**config.mk**
```make
export PLATFORM = sky130hd
export DESIGN_NAME = irq_latch_agg
export DESIGN_NICKNAME = d
export VERILOG_FILES = /design/src/rtl/irqagg_pkg.sv /design/src/rtl/irqagg_edge.sv /design/src/rtl/irqagg_dev_stage.sv /design/src/rtl/irqagg_mst_stage.sv /design/src/rtl/irqagg_rdmux.sv /design/src/rtl/irq_latch_agg.sv
export SDC_FILE = /design/constraint.sdc
export NUM_CORES = 1
export LEC_CHECK = 0
export BUFFER_PORTS_ARGS = -buffer_cell sky130_fd_sc_hd__clkbuf_2
export CORE_ASPECT_RATIO = 2
export CORE_UTILIZATION = 35
export DETAILED_ROUTE_END_ITERATION = 6
export GPL_ROUTABILITY_DRIVEN = 0
export MAX_ROUTING_LAYER = met4
export PLACE_DENSITY = 0.6
export SLEW_MARGIN = 20
export SYNTH_ARGS = -nofsm -noshare
export SYNTH_HDL_FRONTEND = slang
export SYNTH_HIERARCHICAL = 1
export SYNTH_SLANG_ARGS = --single-unit
export TNS_END_PERCENT = 50
```
**constraint.sdc**
```tcl
create_clock -name clk -period 4.33 [get_ports clk]
set_input_delay 0.6495 -clock clk [delete_from_list [all_inputs] [get_ports clk]]
set_output_delay 0.6495 -clock clk [all_outputs]
set_load 0.02 [all_outputs]
```
**src/rtl/irqagg_pkg.sv**
```systemverilog
package irqagg_pkg;

  localparam int unsigned DW = 32;
  localparam int unsigned AW = 8;

  // register offsets (software-visible map)
  localparam logic [AW-1:0] OFS_DEV_CTRL = 8'h30;
  localparam logic [AW-1:0] OFS_DEV_MASK = 8'h34;
  localparam logic [AW-1:0] OFS_DEV_STAT = 8'h38;
  localparam logic [AW-1:0] OFS_DEV_ERRA = 8'h40;
  localparam logic [AW-1:0] OFS_MST_STAT = 8'h50;
  localparam logic [AW-1:0] OFS_MST_MASK = 8'h54;
  localparam logic [AW-1:0] OFS_MST_POL  = 8'h58;
  localparam logic [AW-1:0] OFS_MST_IN   = 8'h5C;

  // fixed bit positions
  localparam int unsigned CTRL_EN_BIT      = 31;
  localparam int unsigned CTRL_AUTOCLR_BIT = 23;
  localparam int unsigned NORESP_BIT       = 6;
  localparam int unsigned SUM_BIT          = 11;

  typedef enum logic [3:0] {
    SEL_NONE,
    SEL_DEV_CTRL,
    SEL_DEV_MASK,
    SEL_DEV_STAT,
    SEL_DEV_ERRA,
    SEL_MST_STAT,
    SEL_MST_MASK,
    SEL_MST_POL,
    SEL_MST_IN
  } reg_sel_e;

  function automatic reg_sel_e decode_sel(input logic [AW-1:0] a);
    reg_sel_e s;
    case (a)
      OFS_DEV_CTRL: s = SEL_DEV_CTRL;
      OFS_DEV_MASK: s = SEL_DEV_MASK;
      OFS_DEV_STAT: s = SEL_DEV_STAT;
      OFS_DEV_ERRA: s = SEL_DEV_ERRA;
      OFS_MST_STAT: s = SEL_MST_STAT;
      OFS_MST_MASK: s = SEL_MST_MASK;
      OFS_MST_POL:  s = SEL_MST_POL;
      OFS_MST_IN:   s = SEL_MST_IN;
      default:      s = SEL_NONE;
    endcase
    return s;
  endfunction

endpackage

```
**src/rtl/irqagg_edge.sv**
```systemverilog
// Per-line edge detector: remembers the previous level of each line.
module irqagg_edge #(
  parameter int unsigned N = 16
) (
  input  logic         clk,
  input  logic         rst_n,
  input  logic [N-1:0] level,
  output logic [N-1:0] rise,
  output logic [N-1:0] fall
);

  for (genvar i = 0; i < N; i++) begin : g_line
    logic prev_q;
    always_ff @(posedge clk or negedge rst_n) begin
      if (!rst_n) prev_q <= 1'b0;
      else        prev_q <= level[i];
    end
    assign rise[i] = level[i] & ~prev_q;
    assign fall[i] = ~level[i] & prev_q;
  end

endmodule

```
**src/rtl/irqagg_dev_stage.sv**
```systemverilog
// First stage: latched device/error status, mask, control, error address.
module irqagg_dev_stage
  import irqagg_pkg::*;
#(
  parameter int unsigned N_DEV      = 16,
  parameter bit          AUTOCLR_EN = 1'b1
) (
  input  logic             clk,
  input  logic             rst_n,
  input  logic             we,
  input  reg_sel_e         sel,
  input  logic [DW-1:0]    wdata,
  input  logic [N_DEV-1:0] level,
  input  logic [N_DEV-1:0] rise,
  input  logic [N_DEV-1:0] fall,
  input  logic             noresp,
  input  logic [DW-1:0]    noresp_addr,
  output logic [DW-1:0]    stat,
  output logic [DW-1:0]    mask,
  output logic [DW-1:0]    ctrl,
  output logic [DW-1:0]    erra,
  output logic             any_active
);

  // device lines occupy the top N_DEV bits; one spare bit below them
  // belongs to the same enable-gated group
  localparam int unsigned GROUP_W = N_DEV + 1;
  localparam int unsigned DEV_LO  = DW - N_DEV;
  localparam logic [DW-1:0] DEV_GROUP = {{GROUP_W{1'b1}}, {(DW - GROUP_W){1'b0}}};

  logic [DW-1:0] lvl_map, rise_map, fall_map, err_set;
  logic [DW-1:0] stat_q, stat_d, mask_q, ctrl_q, erra_q;
  logic [DW-1:0] gate;

  // line n lands on bit DW-1-n
  for (genvar b = 0; b < DW; b++) begin : g_map
    if (b >= DEV_LO) begin : g_dev
      assign lvl_map[b]  = level[DW-1-b];
      assign rise_map[b] = rise[DW-1-b];
      assign fall_map[b] = fall[DW-1-b];
    end else begin : g_none
      assign lvl_map[b]  = 1'b0;
      assign rise_map[b] = 1'b0;
      assign fall_map[b] = 1'b0;
    end
  end

  always_comb begin
    err_set = '0;
    err_set[NORESP_BIT] = noresp;
  end

  // clears first, then new events, so a same-edge event always wins
  always_comb begin
    stat_d = stat_q;
    if (we && sel == SEL_DEV_STAT)
      stat_d = stat_d & ~(wdata & ~lvl_map);
    if (AUTOCLR_EN && ctrl_q[CTRL_AUTOCLR_BIT])
      stat_d = stat_d & ~fall_map;
    stat_d = stat_d | rise_map | err_set;
  end

  always_ff @(posedge clk or negedge rst_n) begin
    if (!rst_n) begin
      stat_q <= '0;
      mask_q <= '0;
      ctrl_q <= '0;
      erra_q <= '0;
    end else begin
      stat_q <= stat_d;
      if (we && sel == SEL_DEV_MASK) mask_q <= wdata;
      if (we && sel == SEL_DEV_CTRL) ctrl_q <= wdata;
      if (noresp)                    erra_q <= noresp_addr;
    end
  end

  assign gate       = ctrl_q[CTRL_EN_BIT] ? '1 : ~DEV_GROUP;
  assign any_active = |(stat_q & mask_q & gate);

  assign stat = stat_q;
  assign mask = mask_q;
  assign ctrl = ctrl_q;
  assign erra = erra_q;

endmodule

```
**src/rtl/irqagg_mst_stage.sv**
```systemverilog
// Second stage: summary input word, mask, sticky status, polarity, output.
module irqagg_mst_stage
  import irqagg_pkg::*;
(
  input  logic          clk,
  input  logic          rst_n,
  input  logic          we,
  input  reg_sel_e      sel,
  input  logic [DW-1:0] wdata,
  input  logic          sum_in,
  output logic [DW-1:0] in_vec,
  output logic [DW-1:0] stat,
  output logic [DW-1:0] mask,
  output logic [DW-1:0] pol,
  output logic          irq_out
);

  logic [DW-1:0] stat_q, stat_d, mask_q, pol_q, clr;
  logic          irq_q;

  always_comb begin
    in_vec = '0;
    in_vec[SUM_BIT] = sum_in;
  end

  assign clr    = (we && sel == SEL_MST_STAT) ? wdata : '0;
  assign stat_d = (stat_q & ~clr) | (in_vec & mask_q);

  always_ff @(posedge clk or negedge rst_n) begin
    if (!rst_n) begin
      stat_q <= '0;
      mask_q <= '0;
      pol_q  <= '0;
      irq_q  <= 1'b0;
    end else begin
      stat_q <= stat_d;
      irq_q  <= |stat_q;
      if (we && sel == SEL_MST_MASK) mask_q <= wdata;
      if (we && sel == SEL_MST_POL)  pol_q  <= wdata;
    end
  end

  assign stat    = stat_q;
  assign mask    = mask_q;
  assign pol     = pol_q;
  assign irq_out = irq_q;

endmodule

```
**src/rtl/irqagg_rdmux.sv**
```systemverilog
// Read-data selection; unmapped offsets return all ones.
module irqagg_rdmux
  import irqagg_pkg::*;
(
  input  reg_sel_e      sel,
  input  logic [DW-1:0] dev_ctrl,
  input  logic [DW-1:0] dev_mask,
  input  logic [DW-1:0] dev_stat,
  input  logic [DW-1:0] dev_erra,
  input  logic [DW-1:0] mst_stat,
  input  logic [DW-1:0] mst_mask,
  input  logic [DW-1:0] mst_pol,
  input  logic [DW-1:0] mst_in,
  output logic [DW-1:0] rdata
);

  always_comb begin
    case (sel)
      SEL_DEV_CTRL: rdata = dev_ctrl;
      SEL_DEV_MASK: rdata = dev_mask;
      SEL_DEV_STAT: rdata = dev_stat;
      SEL_DEV_ERRA: rdata = dev_erra;
      SEL_MST_STAT: rdata = mst_stat;
      SEL_MST_MASK: rdata = mst_mask;
      SEL_MST_POL:  rdata = mst_pol;
      SEL_MST_IN:   rdata = mst_in;
      default:      rdata = '1;
    endcase
  end

endmodule

```
**src/rtl/irq_latch_agg.sv**
```systemverilog
module irq_latch_agg
  import irqagg_pkg::*;
#(
  parameter int unsigned N_DEV      = 16,
  parameter bit          AUTOCLR_EN = 1'b1
) (
  input  logic             clk,
  input  logic             rst_n,
  input  logic             reg_we,
  input  logic [AW-1:0]    reg_addr,
  input  logic [DW-1:0]    reg_wdata,
  output logic [DW-1:0]    reg_rdata,
  input  logic [N_DEV-1:0] dev_irq,
  input  logic             bus_noresp,
  input  logic [DW-1:0]    bus_noresp_addr,
  output logic             irq_out
);

  reg_sel_e         sel;
  logic [N_DEV-1:0] dev_rise, dev_fall;
  logic [DW-1:0]    devs_stat, devs_mask, devs_ctrl, devs_erra;
  logic [DW-1:0]    mst_in, mst_stat, mst_mask, mst_pol;
  logic             any_active;

  assign sel = decode_sel(reg_addr);

  irqagg_edge #(.N(N_DEV)) u_edge (
    .clk   (clk),
    .rst_n (rst_n),
    .level (dev_irq),
    .rise  (dev_rise),
    .fall  (dev_fall)
  );

  irqagg_dev_stage #(.N_DEV(N_DEV), .AUTOCLR_EN(AUTOCLR_EN)) u_dev (
    .clk         (clk),
    .rst_n       (rst_n),
    .we          (reg_we),
    .sel         (sel),
    .wdata       (reg_wdata),
    .level       (dev_irq),
    .rise        (dev_rise),
    .fall        (dev_fall),
    .noresp      (bus_noresp),
    .noresp_addr (bus_noresp_addr),
    .stat        (devs_stat),
    .mask        (devs_mask),
    .ctrl        (devs_ctrl),
    .erra        (devs_erra),
    .any_active  (any_active)
  );

  irqagg_mst_stage u_mst (
    .clk     (clk),
    .rst_n   (rst_n),
    .we      (reg_we),
    .sel     (sel),
    .wdata   (reg_wdata),
    .sum_in  (any_active),
    .in_vec  (mst_in),
    .stat    (mst_stat),
    .mask    (mst_mask),
    .pol     (mst_pol),
    .irq_out (irq_out)
  );

  irqagg_rdmux u_rd (
    .sel      (sel),
    .dev_ctrl (devs_ctrl),
    .dev_mask (devs_mask),
    .dev_stat (devs_stat),
    .dev_erra (devs_erra),
    .mst_stat (mst_stat),
    .mst_mask (mst_mask),
    .mst_pol  (mst_pol),
    .mst_in   (mst_in),
    .rdata    (reg_rdata)
  );

endmodule

```
## After elaboration in Yosys (flattened, before gate mapping)

Index checks and enable logic that the tools add are counted.

| word-level totals | value |
|---|---|
| register bits | 241 |
| bits in latches | 0 |
| RAM bits | 0 |
| memory bits (read-only) | 0 |
| input bits | 92 |
| output and inout port bits | 33 |
| word-level logic and storage cells | 132 |
| memories kept | 0 |

| cells by class | value |
|---|---|
| $add $sub $neg | 0 |
| multiply operators | 0 |
| divide/modulo/power cells | 0 |
| $lt $le $gt $ge | 0 |
| eq/ne operators | 16 |
| shift operators | 0 |
| multiplexer cells | 6 |
| bitwise logic cells | 78 |
| reduce and logical (&&, ||, !) cells | 8 |

Operators with widths:

| kind | count |
|---|---|
| 32-bit one-hot mux with 8 select lines | 1 |
| 32-bit bitwise AND | 6 |
| 32-bit 2-to-1 mux | 4 |
| 32-bit NOT | 4 |
| 32-bit OR | 2 |
| 32-bit OR reduction | 2 |
| 8-bit by 7-bit equality test with 1-bit output (second input constant) | 5 |
| 1-bit bitwise AND | 32 |
| 12-bit by 32-bit bitwise AND with 32-bit output | 1 |
| 1-bit NOT | 32 |
| 32-bit by 7-bit OR with 32-bit output | 1 |
| 4-bit one-hot mux with 8 select lines | 1 |
| 8-bit by 6-bit equality test with 1-bit output (second input constant) | 3 |
| 4-bit by 3-bit equality test with 1-bit output (second input constant) | 4 |
| 4-bit by 2-bit equality test with 1-bit output (second input constant) | 2 |
| 1-bit logical AND | 6 |
| 4-bit by 1-bit equality test with 1-bit output (second input constant) | 1 |
| 4-bit equality test (second input constant) | 1 |

## Depth between registers and ports, before layout

| logic depth | value |
|---|---|
| word-level depth | 9 |
| depth in mapped cells | 9 |
| mapped depth without buffers | 6 |

## By module

The synthesis kept the hierarchy.

Modules (own cells, without submodules):

| module | times used | cells each | area an instance (µm²) |
|---|---|---|---|
| irqagg_dev_stage | 1 | 330 | 5068.6 |
| irqagg_mst_stage | 1 | 253 | 3952.5 |
| irqagg_rdmux | 1 | 290 | 2134.5 |
| irqagg_edge | 1 | 48 | 680.7 |
| irq_latch_agg | 1 | 12 | 97.6 |

## Worst setup path after synthesis

Ideal clock, no wire load.

| timing | value |
|---|---|
| kind | input port to output port |
| from | input reg_addr[1] |
| to | output reg_rdata[30] |
| arrival | 3.125 ns |
| data required time | 3.681 ns |
| path slack | 0.555 ns |
| stages | 7 |
| path buffers | 2 |
| path through | or3_4 > nor4_2 > buf_6 > buf_2 > mux2_2 > a221oi_1 > o211ai_1 |

| between the ends | value |
|---|---|
| cells in the longest elaborated chain, start to end | 4 |

RTL lines:

| what | line | source |
|---|---|---|
| from (decl) | irq_latch_agg.sv:10 | `input logic [AW-1:0] reg_addr,` |
| 8-bit by 7-bit equality test with 1-bit output or 8-bit by 6-bit equality test with 1-bit output (tied branches) | irqagg_pkg.sv:36 | `case (a)` |
| 4-bit one-hot mux with 8 select lines (*) | irqagg_pkg.sv:36 |  |
| via sel[1] | irq_latch_agg.sv:19 | `reg_sel_e sel;` |
| 4-bit equality test, or another cell as far along | irqagg_rdmux.sv:18 | `case (sel)` |
| 32-bit one-hot mux with 8 select lines (*) | irqagg_rdmux.sv:18 |  |
| to (decl) | irq_latch_agg.sv:12 | `output logic [DW-1:0] reg_rdata,` |

Mark *: on every way through the listed nets, which the timed path passes. The rest lies on a longest branch.

## Worst setup path in the final report

| timing | value |
|---|---|
| from | input reg_addr[1] |
| to | output reg_rdata[23] |

The elaborated chain is that of the path after synthesis.

==> out/results.env <==
GRT_FIRST_PASS_WIRELENGTH_UM=56320
SYNTH-SIMPLE-AREA-SHARE=0.09184
MULTI_INPUT_AREA_MM2=0.005396
HOLD_VIOL=0
ANTENNA_LEFT=0
YOSYSWARNINGS=6
WORSTREG2REGEND='u_mst/stat[11]'
CRITPATHARRIVALTIME_NS=3.44
TIMING.SLEW.HEADROOM=0.1965
FLOORPLAN.DIE.HEIGHT_UM=263.1
YOSYS-MUX-AREA-FRACTION=0.1968
FP.DIEAREA_MM2=0.03488
FIRST_GLOBAL_VIAS=8868
SYNTH_TOP_FLOP_CELL='sky130_fd_sc_hd__dfrtp_1'
FIN_SKEW_NS=0.007792
CTS_INSERTED_BUFFERS=24
DETAILROUTE.VIA_COUNT=8398
WORST_SETUP_PATH_STARTPOINT='reg_addr[1]'
FINAL_LAYOUT_SIZE_SUFFIX_GT1_FRAC=0.3994
CTS_TREE='done'
CTS_ROOT_BUFFER='sky130_fd_sc_hd__clkbuf_16'
NUMBER_OF_PLACED_I_O_PINS=125
H-TREE-DEPTH=1
POWER.LEAKAGE_uW=0.006162
FIN_NETS=1156
SYNTH-COMPOUND-AREA-SHARE=0.1493
FLOORPLAN.ROWS=95
CTS_REPAIR_RESIZE_COUNT=0
SYNTHARSTFLOPSHARE=1.000
SETUP-VIOLATIONS-FINAL=0
DRT_PASS1_ITERATIONS=5
SYNTH.CELL_AREA_MM2=0.01193
SYNTH_EDF_COUNT=0
POSTCTSHOLDBUFS=0
CRITPATHMOSTFREQUENTCELL='sky130_fd_sc_hd__clkbuf_2'
FINAL-MAX-SLEW-VIOLATION-COUNT=0
GRT.TOTAL_USAGE=0.2220
SYNTH_SEQ_CELLS=241
SYNTHESIS.AREA_PER_INSTANCE_UM2=12.79
CRITPATHMAXSTAGEDELAY_NS=0.91
PATH_CELLS='clkbuf_2 > or3_4 > nor4_4 > buf_12 > nand2b_1 > nor3_1 > a222oi_1 > o211ai_1 > clkbuf_2'
STARTPOINT_TYPE='input pin'
SYNTHTOLAYOUTAREAGROWTH_PCT=16.44
LAYOUT.CELLS.MOST_COMMON='sky130_fd_sc_hd__dfrtp_1'
CRITICAL_PATH_PEAK_FANOUT=25
DETAIL_ROUTE.VIAS_PER_CELL=5.540
SYNTH-SEQ-AREA-SHARE=0.5053
CTS.REPAIR_TIMING.SETUP_BUFFER_COUNT=0
SLOWEST_CELL_ON_THE_CRITICAL_PATH='sky130_fd_sc_hd__nor3_1'
MOSTFREQUENTLAYOUTCELLS='sky130_fd_sc_hd__dfrtp_1, sky130_fd_sc_hd__mux2_2, sky130_fd_sc_hd__clkbuf_2'
HP-CLASS='input pin to async pin'
HPWL_UM=26520
PORT-BUFFER-COUNT=124
MAX_SLEW.WORST_PIN.SLEW_NS=1.196
REG2REG_SLACK_NS=2.15
GRT_SETUP_UNREPAIRED='no'
FLOORPLAN.DIE.WIDTH_UM=132.6
FINAL_PERIOD_DEMAND_OF_THE_WORST_PATH_NS=4.086
WL_UM=36700
POWER.DENSITY_CELL_AREA_mW_PER_MM2=378.5
SYNTH_FA_HA_AREA_FRAC=0
POST-ROUTE-PERIOD-UTIL=0.9437
YS_TOP_CELLS_BY_AREA='sky130_fd_sc_hd__dfrtp_1, sky130_fd_sc_hd__mux2_2, sky130_fd_sc_hd__mux2_4, sky130_fd_sc_hd__a21boi_0, sky130_fd_sc_hd__a22o_1'
STATUS='finished, final reports clean'
ENDPOINT='reg_rdata[23]'
PLACED_CELLS_INCL_TAPS=1474
FILLERS=3143
SYNTH_TOP_FAMILY_BY_AREA='multiplexers'
REGAREA_MM2=0.006031
CLK_PATH_BUF_DEPTH=3
NETLIST-CELL-TYPE-COUNT=61
CAP_VIOLATIONS=0
CRITPATHTOPFAMILY='simple AND/OR/NAND/NOR gates'
CRITPATHBUFINV=3
SYNTH_LARGEST_AREA_CELL='sky130_fd_sc_hd__dfrtp_1'
CLK_PIN_SLEW_NS=0.06
CP-END-KIND='output port'
NUMBER_OF_VIOLATIONS_REPORTED_AT_THE_END_OF_DETAILED_ROUTING_ITERATION_0=696
SHARE_OF_THE_SYNTHESIZED_AREA_IN_THE_TOP_CELL_TYPE=0.5053
GRT_OVERFLOW_TOTAL=0
GRT_ANTENNA_BEFORE_REPAIR=1
TIMING.FMAX_GHz=0.2447
IR_DROP_mV=0.2624
SYN_INST=933
WIRE_PER_INST_UM=24.21
CRIT_PATH_REQUIRED_TIME_NS=3.68
CORE_BOX_AREA_MM2=0.03364
CRITICAL_SETUP_PATH_KIND='input pin to output port'
DRC=0
WORSTSKEWPAIRLATENCY_NS=0.53
POST_SYNTHESIS_XOR_XNOR_AREA_FRACTION=0.001468
WORSTREG2REGSTART='u_dev/mask[18]'
GRT_START_MAX_NET_PINS=102
INSTANCES_NO_FILL=1516
CLKSINKCOUNT=241
R2R.WORST_PATH.CELLS=6
INITIAL_UTILIZATION=0.3548
CRITICAL_PATH_CELL_COUNT=9
TNS_NS=0
==> cells in the mapped netlist (all sizes together) (10+ instances only) <==
library cell  count
a21boi           47
mux2i            22
o211ai           18
nand3b           18
dfrtp           241
a222oi           14
nand2            33
o21ai            33
nand4            10
a22o             34
nor3             12
buf              75
mux2            179
clkbuf           18
a221oi           16
nor4             10
a22oi            26
a31o             16
and2b            33
==> layer usage <==
metal / global-route usage / vias up / part of all wire / wire length (um)
met5: - / - / 0 / 0
met4: 0.1522 / 0 / 0.074 / 2716
met3: 0.01964 / 132 / 0.039 / 1439
met2: 0.3731 / 305 / 0.51 / 18700
met1: 0.2485 / 4247 / 0.38 / 13850
li1: - / 3714 / - / -
==> report_power, final <==
| group | switching (uW) | total, uW | internal, uW |
|---|---|---|---|
| clock network | 881 | 2240 | 1360 |
| registers | 136 | 2540 | 2400 |
| logic | 240 | 476 | 236 |
==> stage by stage <==
step	util	instance area, um2	power (uW)	hold WS [ns]	setup slack (ns)
6_report	0.4131	13900	5259	0.1141	0.2439
5_1_grt	0.4131	13900	5457	0.2018	0.1864
4_1_cts	0.4130	13890	5317	0.1792	0.2979
3_5_place_dp	0.3877	13040	3061	0.4811	0.2959
3_3_place_gp	0.3877	13040	3047	0.4749	0.3485
2_1_floorplan	-	12050	2819	0.3539	0.5550
==> flip-flops by register name, summed over array words and instances, names as in the netlist <==
signal and count:
u_mst/mask 32, u_edge/g_line.prev_q 16, u_mst/pol 32, u_dev/mask 32
u_mst/stat 32, u_mst/irq_out 1, u_dev/ctrl 32, u_dev/erra 32
u_dev/stat 32
==> worst min-delay path by stage <==
stage                        from  slack (ns)        endpoint
floorplan                   rst_n        0.35   u_dev/ctrl[0]
finish                      rst_n        0.11  u_dev/erra[31]
CTS                         rst_n        0.18  u_dev/erra[31]
global placement    u_mst/pol[29]        0.47   u_mst/pol[29]
global route                rst_n        0.20  u_dev/erra[31]
detailed placement  u_mst/pol[29]        0.48   u_mst/pol[29]
==> logic make-up after synthesis <==
logic type      after synthesis
flops                       241
simple gates                164
buf+inv                      95
other cells                   1
compound gates              229
xor+xnor                      2
mux                         201
==> final cells by class <==
cell class,count,share of cell area
clock inverters,6,0.007834
multi-input cells,627,0.3883
inverters,2,0.0005402
repair buffers,168,0.07636
clock buffers,35,0.05348
flip-flops and latches,241,0.4340
diodes,1,0.0001801
well taps,436,0.03926
(Power assumes the default switching activity.)
